### config.mk
export PLATFORM = sky130hd
export DESIGN_NAME = sar_conv_ctrl
export DESIGN_NICKNAME = d
export VERILOG_FILES = /design/src/rtl/sar_pkg.sv /design/src/rtl/sar_seq.sv /design/src/rtl/sar_dp.sv /design/src/rtl/sar_conv_ctrl.sv
export SDC_FILE = /design/constraint.sdc
export NUM_CORES = 1
export LEC_CHECK = 0
export ABC_AREA = 0
export BUFFER_PORTS_ARGS = -buffer_cell sky130_fd_sc_hd__buf_2
export CORE_ASPECT_RATIO = 1.2
export CORE_UTILIZATION = 35
export CTS_CLUSTER_DIAMETER = 40
export CTS_CLUSTER_SIZE = 12
export DETAILED_ROUTE_END_ITERATION = 7
export GPL_ROUTABILITY_DRIVEN = 0
export SLEW_MARGIN = 10
export SYNTH_ARGS = -nofsm -noshare
export SYNTH_HDL_FRONTEND = slang
export SYNTH_SLANG_ARGS = --single-unit
export TNS_END_PERCENT = 1
### constraint.sdc
create_clock -name clk -period 9.2 [get_ports clk]
set_clock_uncertainty 0.15 [all_clocks]
set_input_delay 0.92 -clock clk [delete_from_list [all_inputs] [get_ports clk]]
set_output_delay 0.92 -clock clk [all_outputs]
set_load 0.1 [all_outputs]
### src/rtl/sar_pkg.sv
package sar_pkg;

  typedef enum logic [1:0] {
    ST_IDLE = 2'd0,
    ST_CONV = 2'd1,
    ST_DONE = 2'd2
  } sarState_t;

  // strobes from the sequencer to the datapath
  typedef struct packed {
    logic load;      // accepted start: initialise estimate
    logic decide;    // end of a hold window: apply comparator
    logic finish;    // decision on the last bit: capture result
    logic signedOp;  // search style in force
  } sarStrobe_t;

endpackage

### src/rtl/sar_seq.sv
module sar_seq
  import sar_pkg::*;
#(
  parameter int WIDTH  = 6,
  parameter int SETTLE = 1,
  localparam int IDX_W = (WIDTH > 1) ? $clog2(WIDTH) : 1,
  localparam int CNT_W = (SETTLE > 1) ? $clog2(SETTLE) : 1
) (
  input  logic             clk,
  input  logic             rstN,
  input  logic             startI,
  input  logic             signedModeI,
  output sarStrobe_t       strobeO,
  output logic [IDX_W-1:0] bitIdxO,
  output logic             busyO,
  output logic             eocO
);

  sarState_t        state;
  logic [IDX_W-1:0] bitIdx;
  logic [CNT_W-1:0] holdCnt;
  logic             modeQ;
  logic             accept;
  logic             stepEnd;
  logic             lastStep;

  assign accept   = startI && (state == ST_IDLE);
  assign stepEnd  = (state == ST_CONV) && (holdCnt == CNT_W'(SETTLE - 1));
  assign lastStep = stepEnd && (bitIdx == '0);

  always_ff @(posedge clk or negedge rstN) begin
    if (!rstN) begin
      state   <= ST_IDLE;
      bitIdx  <= '0;
      holdCnt <= '0;
      modeQ   <= 1'b0;
    end else begin
      unique case (state)
        ST_IDLE: begin
          if (accept) begin
            state   <= ST_CONV;
            bitIdx  <= IDX_W'(WIDTH - 1);
            holdCnt <= '0;
            modeQ   <= signedModeI;
          end
        end
        ST_CONV: begin
          if (stepEnd) begin
            holdCnt <= '0;
            if (lastStep) begin
              state <= ST_DONE;
            end else begin
              bitIdx <= bitIdx - 1'b1;
            end
          end else begin
            holdCnt <= holdCnt + 1'b1;
          end
        end
        ST_DONE: state <= ST_IDLE;
        default: state <= ST_IDLE;
      endcase
    end
  end

  always_comb begin
    strobeO.load     = accept;
    strobeO.decide   = stepEnd;
    strobeO.finish   = lastStep;
    strobeO.signedOp = accept ? signedModeI : modeQ;
  end

  assign bitIdxO = bitIdx;
  assign busyO   = (state != ST_IDLE);
  assign eocO    = (state == ST_DONE);

endmodule

### src/rtl/sar_dp.sv
module sar_dp
  import sar_pkg::*;
#(
  parameter int WIDTH = 6,
  localparam int IDX_W  = (WIDTH > 1) ? $clog2(WIDTH) : 1,
  localparam int CODE_W = WIDTH + 1
) (
  input  logic              clk,
  input  logic              rstN,
  input  sarStrobe_t        strobeI,
  input  logic [IDX_W-1:0]  bitIdxI,
  input  logic              cmpHighI,
  output logic [CODE_W-1:0] trialCodeO,
  output logic [CODE_W-1:0] resultCodeO
);

  localparam logic [CODE_W-1:0] UNI_SEED = CODE_W'(1) << (WIDTH - 1);

  logic [CODE_W-1:0] est;
  logic [CODE_W-1:0] result;
  logic [CODE_W-1:0] stepVal;
  logic [CODE_W-1:0] uniNext;
  logic [CODE_W-1:0] sgnNext;
  logic [CODE_W-1:0] nextEst;

  assign stepVal = CODE_W'(1) << bitIdxI;

  // unipolar: drop the tested bit if DAC is high, then arm the next one
  always_comb begin
    uniNext = cmpHighI ? (est & ~stepVal) : est;
    uniNext = uniNext | (stepVal >> 1);
  end

  // signed: move the estimate against the sign of (estimate - input)
  assign sgnNext = cmpHighI ? (est - stepVal) : (est + stepVal);
  assign nextEst = strobeI.signedOp ? sgnNext : uniNext;

  always_ff @(posedge clk or negedge rstN) begin
    if (!rstN) begin
      est    <= '0;
      result <= '0;
    end else begin
      if (strobeI.load) begin
        est <= strobeI.signedOp ? '0 : UNI_SEED;
      end else if (strobeI.decide) begin
        est <= nextEst;
      end
      if (strobeI.finish) begin
        result <= nextEst;
      end
    end
  end

  assign trialCodeO  = est;
  assign resultCodeO = result;

endmodule

### src/rtl/sar_conv_ctrl.sv
module sar_conv_ctrl
  import sar_pkg::*;
#(
  parameter int WIDTH  = 6,
  parameter int SETTLE = 1,
  localparam int IDX_W  = (WIDTH > 1) ? $clog2(WIDTH) : 1,
  localparam int CODE_W = WIDTH + 1
) (
  input  logic              clk,
  input  logic              rstN,
  input  logic              startI,
  input  logic              signedModeI,
  input  logic              cmpHighI,
  output logic [CODE_W-1:0] trialCodeO,
  output logic [CODE_W-1:0] resultCodeO,
  output logic              busyO,
  output logic              eocO
);

  sarStrobe_t       strobe;
  logic [IDX_W-1:0] bitIdx;

  sar_seq #(.WIDTH(WIDTH), .SETTLE(SETTLE)) uSeq (
    .clk        (clk),
    .rstN       (rstN),
    .startI     (startI),
    .signedModeI(signedModeI),
    .strobeO    (strobe),
    .bitIdxO    (bitIdx),
    .busyO      (busyO),
    .eocO       (eocO)
  );

  sar_dp #(.WIDTH(WIDTH)) uDp (
    .clk        (clk),
    .rstN       (rstN),
    .strobeI    (strobe),
    .bitIdxI    (bitIdx),
    .cmpHighI   (cmpHighI),
    .trialCodeO (trialCodeO),
    .resultCodeO(resultCodeO)
  );

endmodule

# Yosys cells after proc, flatten, opt, wreduce, memory -nomap -nowiden
# Index checks and enable logic that the tools add are counted.
dict set report word_totals {
  reg_bits 21
  input_bits 5
  output_inout_bits 16
  elab_cells 50
}
dict set report classes {
  add_sub_neg 4
  n_eq_ne 6
  n_shift 1
  n_mux 18
  bitwise_logic 4
  n_reduce_logical 11
}
# operator count
set op_table {}
lappend op_table {{$mux W7} 5}
lappend op_table {{$mux W3} 3}
lappend op_table {{$add A7 B7 Y7} 1}
lappend op_table {{$and A7 B7 Y7} 1}
lappend op_table {{$not A7 Y7} 1}
lappend op_table {{$or A7 B6 Y7} 1}
lappend op_table {{$shl A1 B3 Y7 const A} 1}
lappend op_table {{$sub A7 B7 Y7} 1}
lappend op_table {{$mux W2} 3}
lappend op_table {{$mux W6} 1}
lappend op_table {{$ne A2 B1 Y1 const B} 3}
lappend op_table {{$pmux W3 S2} 1}
lappend op_table {{$reduce_bool A2 Y1} 3}
lappend op_table {{$pmux W2 S2} 1}
lappend op_table {{$reduce_and A4 Y1} 1}
lappend op_table {{$logic_and A1 B1 Y1} 3}
lappend op_table {{$logic_not A3 Y1} 1}
lappend op_table {{$mux W1} 3}
lappend op_table {{$reduce_and A3 Y1} 1}
lappend op_table {{$sub A3 B1 Y3 const B} 1}
lappend op_table {{$eq A2 B1 Y1 const B} 1}
lappend op_table {{$eq A2 B2 Y1 const B} 1}
lappend op_table {{$logic_not A2 Y1} 1}
lappend op_table {{$ne A2 B2 Y1 const B} 1}
lappend op_table {{other kinds (4)} 4}

# Logic depth before layout (Yosys ltp)
# Gate-level depths: netlist of the first run.
dict set report logic_depth {
  word_depth 8
  mapped_depth 16
  ltp_nobuf 16
}

# Hierarchy
# A second synthesis of the first run with hierarchy kept.
dict set report unflattened {
  hier_cells 172
  hier_area_um2 1557.7
}
# module n_inst cells_each area_each_um2
set by_module_without_submodules {}
lappend by_module_without_submodules {sar_dp 1 131 1141.1}
lappend by_module_without_submodules {sar_seq 1 41 416.6}

# Worst setup path after synthesis of the first run
# OpenSTA, ideal clock, no wires.
dict set report synth_path {
  path_type {input to register}
  start {in cmpHighI}
  end {reg uDp.est[5], in the netlist uDp.trialCodeO[5]}
  arrival_time_ps 3017
  required_ps 8910
  slack_ps 5893
  cell_stages 11
  cell_sequence {buf_4 > clkbuf_1 > o21ai_0 > inv_1 > ha_1 > nor2b_4 > o31a_1 > o21a_1 > or3_1 > a31oi_1 > o221ai_1}
}
dict set report synth_via {
  elab_chain_len 5
  word_cells_on_any_way 6
  cone_classes {5 x mux; 1 x bitwise}
}
# item line
set synth_lines {}
lappend synth_lines {{start: declaration} sar_conv_ctrl.sv:13} ;# input logic cmpHighI,
lappend synth_lines {{$mux W7} sar_dp.sv:30} ;# uniNext = cmpHighI ? (est & ~stepVal) : est;
lappend synth_lines {{$or A7 B6 Y7} sar_dp.sv:31} ;# uniNext = uniNext | (stepVal >> 1);
lappend synth_lines {{$mux W7 *} sar_dp.sv:36} ;# assign nextEst = strobeI.signedOp ? sgnNext : uniNext;
lappend synth_lines {{$mux W7 *} sar_dp.sv:45} ;# end else if (strobeI.decide) begin
lappend synth_lines {{$mux W7 *} sar_dp.sv:43} ;# if (strobeI.load) begin
lappend synth_lines {{end signal: assignment} sar_dp.sv:44} ;# est <= strobeI.signedOp ? '0 : UNI_SEED;
lappend synth_lines {{end signal: assignment} sar_dp.sv:46} ;# est <= nextEst;
lappend synth_lines {{end: declaration} sar_dp.sv:19} ;# logic [CODE_W-1:0] est;
# Mark *: on every way between the ends. The rest lies on a longest branch, timed or not. The select of a mux whose other input is x is not followed.
# A chain may end at the register's enable or synchronous reset.

# Worst setup path after layout of the first run
dict set report layout_path {
  start {reg uSeq.bitIdx[0], in the netlist uSeq.bitIdxO[0]}
  end {reg uDp.est[5], in the netlist uDp.trialCodeO[5]}
}
dict set report layout_via {
  elab_chain_len 8
  word_cells_on_any_way 11
  cone_classes {2 x add/sub; 1 x shift; 5 x mux; 3 x bitwise}
}
# item line
set layout_lines {}
lappend layout_lines {{start: declaration} sar_seq.sv:20} ;# logic [IDX_W-1:0] bitIdx;
lappend layout_lines {{start signal: assignment} sar_seq.sv:42} ;# bitIdx <= IDX_W'(WIDTH - 1);
lappend layout_lines {{start signal: assignment} sar_seq.sv:53} ;# bitIdx <= bitIdx - 1'b1;
lappend layout_lines {{$shl A1 B3 Y7 *} sar_dp.sv:26} ;# assign stepVal = CODE_W'(1) << bitIdxI;
lappend layout_lines {{parallel branches: the longest is 4 deep, another holds $add A7 B7 Y7} -}
lappend layout_lines {{$mux W7 *} sar_dp.sv:36}
lappend layout_lines {{$mux W7 *} sar_dp.sv:45}
lappend layout_lines {{$mux W7 *} sar_dp.sv:43}
# Every way passes the cells marked *. The select of a mux whose other input is x is not followed.

==> results of run 1 <==
[routing by layer]
layer | share of wire (%) | vias to the layer above
met4 | 1.2 | 0
met2 | 48 | 26
met5 | 0 | -
li1 | - | 652
met3 | 3.9 | 4
met1 | 47 | 620
[state kept, by name, summed over array words and instances (netlist names)]
| name | count |
|---|---|
| uDp.resultCodeO | 7 |
| uSeq.state | 2 |
| uSeq.bitIdxO | 3 |
| uDp.trialCodeO | 7 |
| uSeq.holdCnt | 1 |
| uSeq.modeQ | 1 |
[Yosys cell counts (all sizes together) (5+ instances only)]
cell type | instances | area share [%]
o21ai | 12 | 3.8
a21oi | 13 | 4.1
inv | 13 | 3.1
nor2b | 5 | 2.4
dfrtp | 21 | 33
nor2 | 18 | 4.7
nand2 | 25 | 6.1
ha | 13 | 10
buf | 6 | 3.2
[per-stage QoR]
stage	utilization [%]	setup WS, ns	hold WS, ns	instance area [um^2]
5_1_grt	40.65	5.309	0.3805	1745
3_3_place_gp	39.60	5.739	0.3208	1700
4_1_cts	40.65	5.640	0.3458	1745
3_5_place_dp	39.60	5.661	0.3222	1700
6_report	40.65	5.612	0.3406	1745
2_1_floorplan	-	5.893	0.3618	1584
[final timing paths]
path / start / to / slack [ns] / depth (start not counted)
worst min-delay path: uDp.resultCodeO[3] / uDp.resultCodeO[3] / 0.34 / 2
worst max register to register: uSeq.bitIdxO[0] / uDp.trialCodeO[5] / 5.61 / 14
max in group asynchronous: rstN / uDp.trialCodeO[0] / 8.12 / 1
min in group asynchronous: rstN / uSeq.state[0] / 0.46 / 1
worst min register to register: uDp.resultCodeO[3] / uDp.resultCodeO[3] / 0.34 / 2
worst max-delay path: uSeq.bitIdxO[0] / uDp.trialCodeO[5] / 5.61 / 14
[area by class of cell]
type | count | area, um^2 | area share [%]
clock buffer | 4 | 45.04 | 2.581
inverter | 13 | 48.80 | 2.796
multi-input combinational | 136 | 955.9 | 54.77
sequential | 21 | 525.5 | 30.11
tap | 56 | 70.07 | 4.014
timing repair buffer | 20 | 100.1 | 5.735
[critical path, stage by stage, from the launching register on]
cell and delay [ns]:
dfrtp_1 0.42, inv_1 0.14, ha_1 0.38, nand2_1 0.17
ha_1 0.30, inv_1 0.03, o21ai_0 0.28, inv_1 0.08
ha_1 0.27, nor2b_4 0.12, o31a_1 0.25, o21a_1 0.18
or3_1 0.30, a31oi_1 0.24, o221ai_1 0.15
[cells by family after synthesis]
logic type / after synthesis / share of synthesized area (%)
AND/OR/NAND/NOR: 64 / 21.17
AO/OA/AOI/OAI: 49 / 21.80
flip-flops: 21 / 33.18
buffers and inverters: 20 / 6.476
adder cells (fa/ha/maj): 14 / 11.53
multiplexers: 5 / 3.633
XOR/XNOR: 4 / 2.212
[cells in the final DEF, fill, tap and decap left out, types with 6 or more instances in the layout]
cell     synthesis  routed
dfrtp_1         21      21
buf_2            1      20
nand2_1         24      24
nor2_1          15      15
inv_1            9       9
o21ai_0          6       6
o21ai_1          6       6
a21oi_1         13      13
ha_1            13      13
==> impl_metrics.json, run 1 <==
{
  "grt_usage_pct": 15.41,
  "synth.yosys.seq_area_share_pct": 33.18,
  "clkSinkCount": 21,
  "initial_core_util_pct": 36.89,
  "rsz0062_at_grt": "no",
  "synth_nets": 196,
  "initialDrtViolationCount": 67,
  "fin_nets": 214,
  "met1_usage_pct": 19.59,
  "syn_area_um2": 1584,
  "cts_max_level": 1,
  "worstSetupStartpointType": "register",
  "core_um2": 4294,
  "grt_util_met2_pct": 27.07,
  "cp.required_ns": 9.18,
  "drt_pass1_iterations": 4,
  "max_slew_margin_pct": 61.72,
  "cts_tree": "yes",
  "routed_wl_um": 3405,
  "vias": 1302,
  "antenna_found_initial": 0,
  "layout_min_cycle_time_ns": 3.588,
  "die_y_um": 75.70,
  "fin_crit_sh_pct": 39.00,
  "drc_errors": 0,
  "drv_cap": 0,
  "die-area_um2": 4800,
  "cts-root-buf": "clkbuf_8",
  "critPathKind": "register to register",
  "ys_types": 55,
  "avgViaCountPerCell": 5.208,
  "cts_resized": 0,
  "num_io_pins": 21,
  "die_w_um": 63.41,
  "final-setup-viol-count": 0,
  "globalRoute.busiestLayer": "met2",
  "fmax_mhz": 278.7,
  "hold_buffers": 0,
  "yosysWarnings": 0,
  "fillers": 457,
  "ys.flop_type": "dfrtp_1",
  "min_path_type": "register to register",
  "cp-end-kind": "register",
  "grt_max_degree": 22,
  "ant_nets": 0,
  "clockBufferDepth": 2,
  "grt_first_pass_wirelength_um": 5720,
  "met3_usage_pct": 2.395,
  "hpwl_um": 2649,
  "wl_per_cell_um": 13.62,
  "postSynthCellCount": 177,
  "grt-ovfl-total": 0,
  "synthArstFlopShare_pct": 100.0,
  "syn_area_per_cell_um2": 8.949,
  "port_buffers": 20,
  "final_hold_viol_count": 0,
  "synth.ff_latch_count": 21,
  "drive_above_1_share_pct": 23.20,
  "area_growth_pct": 10.19,
  "postCtsSetupBuffers": 0,
  "fin_cells": 250,
  "cp.arrival_ns": 3.57,
  "finalSetupTns_ns": 0,
  "critPathMaxFanout": 8,
  "antenna_cells": 0,
  "cts_made_buffers": 3,
  "first_global_vias": 1209,
  "tightest_slew_ns": 0.5742,
  "clock_latency_ns": 0.26,
  "synth_edf_count": 0,
  "slew_violations": 0,
  "dp_cells": 246,
  "cts.clk_slew.worst_paths_ns": 0.07,
  "status": "finished, final reports clean",
  "rows": 26
}
Power of run 1 is not shown: default switching activity piles up to over one toggle a cycle in this logic, so the estimate is an artifact.
==> run 2: changes to the inputs <==
Clock period 9.2 ns to 3.5 ns, I/O delays scaled along.
==> run 2 against run 1 <==
  * Cell count rose by 2.8%
  * Maximum frequency rose by 10%
  * Non-clock buffer count rose by 7
  * Via count rose by 1.7%
  * Highest routed layer unchanged
==> impl_metrics.json, run 2 (same netlist as run 1, synthesis figures left out) <==
{
  "initial_core_util_pct": 36.89,
  "fmax_mhz": 306.6,
  "ant_nets": 0,
  "r2r_slack_ns": 0.24,
  "rsz0062_at_grt": "no",
  "antenna_found_initial": 0,
  "antenna_cells": 0,
  "vias": 1324,
  "final-setup-viol-count": 0,
  "worstSetupStartpointType": "register",
  "whs_ns": 0.2346,
  "cts_tree": "yes",
  "cp-end-kind": "register",
  "drive_above_1_share_pct": 26.87,
  "cp_top_family": "compound AO/OA/AOI/OAI gates",
  "critPathMaxFanout": 6,
  "hp-start": "signedModeI",
  "layout_min_cycle_time_ns": 3.261,
  "tightest_slew_ns": 0.4891,
  "die_w_um": 63.41,
  "grt-ovfl-total": 0,
  "num_io_pins": 21,
  "max_slew_margin_pct": 67.61,
  "critPathKind": "register to register",
  "cts-root-buf": "clkbuf_8",
  "cp.depth": 16,
  "drt_pass1_iterations": 4,
  "initialDrtViolationCount": 85,
  "rows": 26,
  "status": "finished, final reports clean",
  "cts_made_buffers": 3,
  "crit_chain": "inv_1 > ha_1 > nor2b_1 > inv_1 > ha_1 > nor3b_2 > nor2_1 > a21oi_1 > o22a_1 > ha_1 > o21a_1 > o31ai_1 > a21oi_1 > xor2_1 > nor2_2 > o31ai_2",
  "drv_cap": 0,
  "hpwl_um": 2878,
  "grt_usage_pct": 16.01,
  "layout_commonest_cell": "nand2_1",
  "crit_buf_inv": 2,
  "avgViaCountPerCell": 5.152,
  "cts.clk_slew.worst_paths_ns": 0.07,
  "dpl_cell_area_um2": 1745,
  "design_area_um2": 1814,
  "post-place-ws_ns": 0.1925,
  "final_hold_viol_count": 0,
  "core_um2": 4294,
  "max_stage_delay_ns": 0.40,
  "postCtsSetupBuffers": 0,
  "min_path_type": "input port to register",
  "critPathSlowestCell": "dfrtp_1",
  "crit_start": "uSeq.bitIdxO[1]",
  "clkSinkCount": 21,
  "port_buffers": 20,
  "reg2reg_to": "uDp.resultCodeO[6]",
  "cts_max_level": 1,
  "finalSetupTns_ns": 0,
  "cpMostUsedCell": "ha_1",
  "wl_per_cell_um": 13.99,
  "die_y_um": 75.70,
  "clockBufferDepth": 2,
  "first_global_vias": 1277,
  "reg2reg_depth": 16,
  "crit_end": "uDp.resultCodeO[6]",
  "die-area_um2": 4800,
  "crit-reg2reg-launch": "uSeq.bitIdxO[1]",
  "final_cell_mix": "24 x nand2_1, 21 x dfrtp_1, 20 x buf_2",
  "grt_first_pass_wirelength_um": 5947,
  "clock_latency_ns": 0.25,
  "area_growth_pct": 14.53,
  "cp.required_ns": 3.51,
  "fin_crit_sh_pct": 93.17,
  "fillers": 452,
  "cp.arrival_ns": 3.27,
  "slew_violations": 0,
  "drc_errors": 0,
  "fin_ws_ns": 0.2389,
  "grt_max_degree": 22,
  "routed_wl_um": 3595,
  "fin_nets": 221
}
## run 2: stage by stage
stage	util, %	cells
2_1_floorplan	-	177
3_3_place_gp	40.65	252
3_5_place_dp	40.65	252
4_1_cts	41.93	257
5_1_grt	42.25	257
6_report	42.25	257
## run 2: metal layers
metal | part of all wire [%] | track usage (%) | vias up | wire length (um)
met5 | 0 | 0 | - | 0
met1 | 49 | 20.57 | 634 | 1748
li1 | - | - | 670 | -
met2 | 48 | 27.78 | 14 | 1720
met4 | 1.9 | 6.313 | 0 | 67
met3 | 1.6 | 1.796 | 6 | 59
## run 2: cell type report
class	count	area, um^2	share of cell area, %
Tap cell	56	70.07	3.862
Multi-Input combinational cell	136	969.7	53.45
Inverter	13	48.80	2.690
Timing Repair Buffer	27	155.1	8.552
Clock buffer	4	45.04	2.483
Sequential cell	21	525.5	28.97
## run 2: worst reg2reg max path, stage by stage, from the launching register on
cell and delay [ns]:
dfrtp_1 0.40, inv_1 0.12, ha_1 0.17, nor2b_1 0.16, inv_1 0.08, ha_1 0.27
nor3b_2 0.19, nor2_1 0.10, a21oi_1 0.05, o22a_1 0.20, ha_1 0.32, o21a_1 0.13
o31ai_1 0.09, a21oi_1 0.20, xor2_1 0.23, nor2_2 0.08, o31ai_2 0.24
## run 2: how the worst min path moves through the flow
stage	end	depth (start not counted)
floorplan	uDp.resultCodeO[0]	0
CTS	uDp.trialCodeO[5]	2
finish	uDp.trialCodeO[5]	2
detailed placement	uSeq.state[0]	1
global route	uDp.trialCodeO[5]	2
global placement	uSeq.bitIdxO[2]	1
## run 2: repair_timing
action / CTS / global route
endpoints found under the hold margin: 21 / 0
setup endpoints to repair: 0 / 3
gates resized for setup: 0 / 4
hold buffers: 1 / 0
Power of run 2 is left out for the same reason.
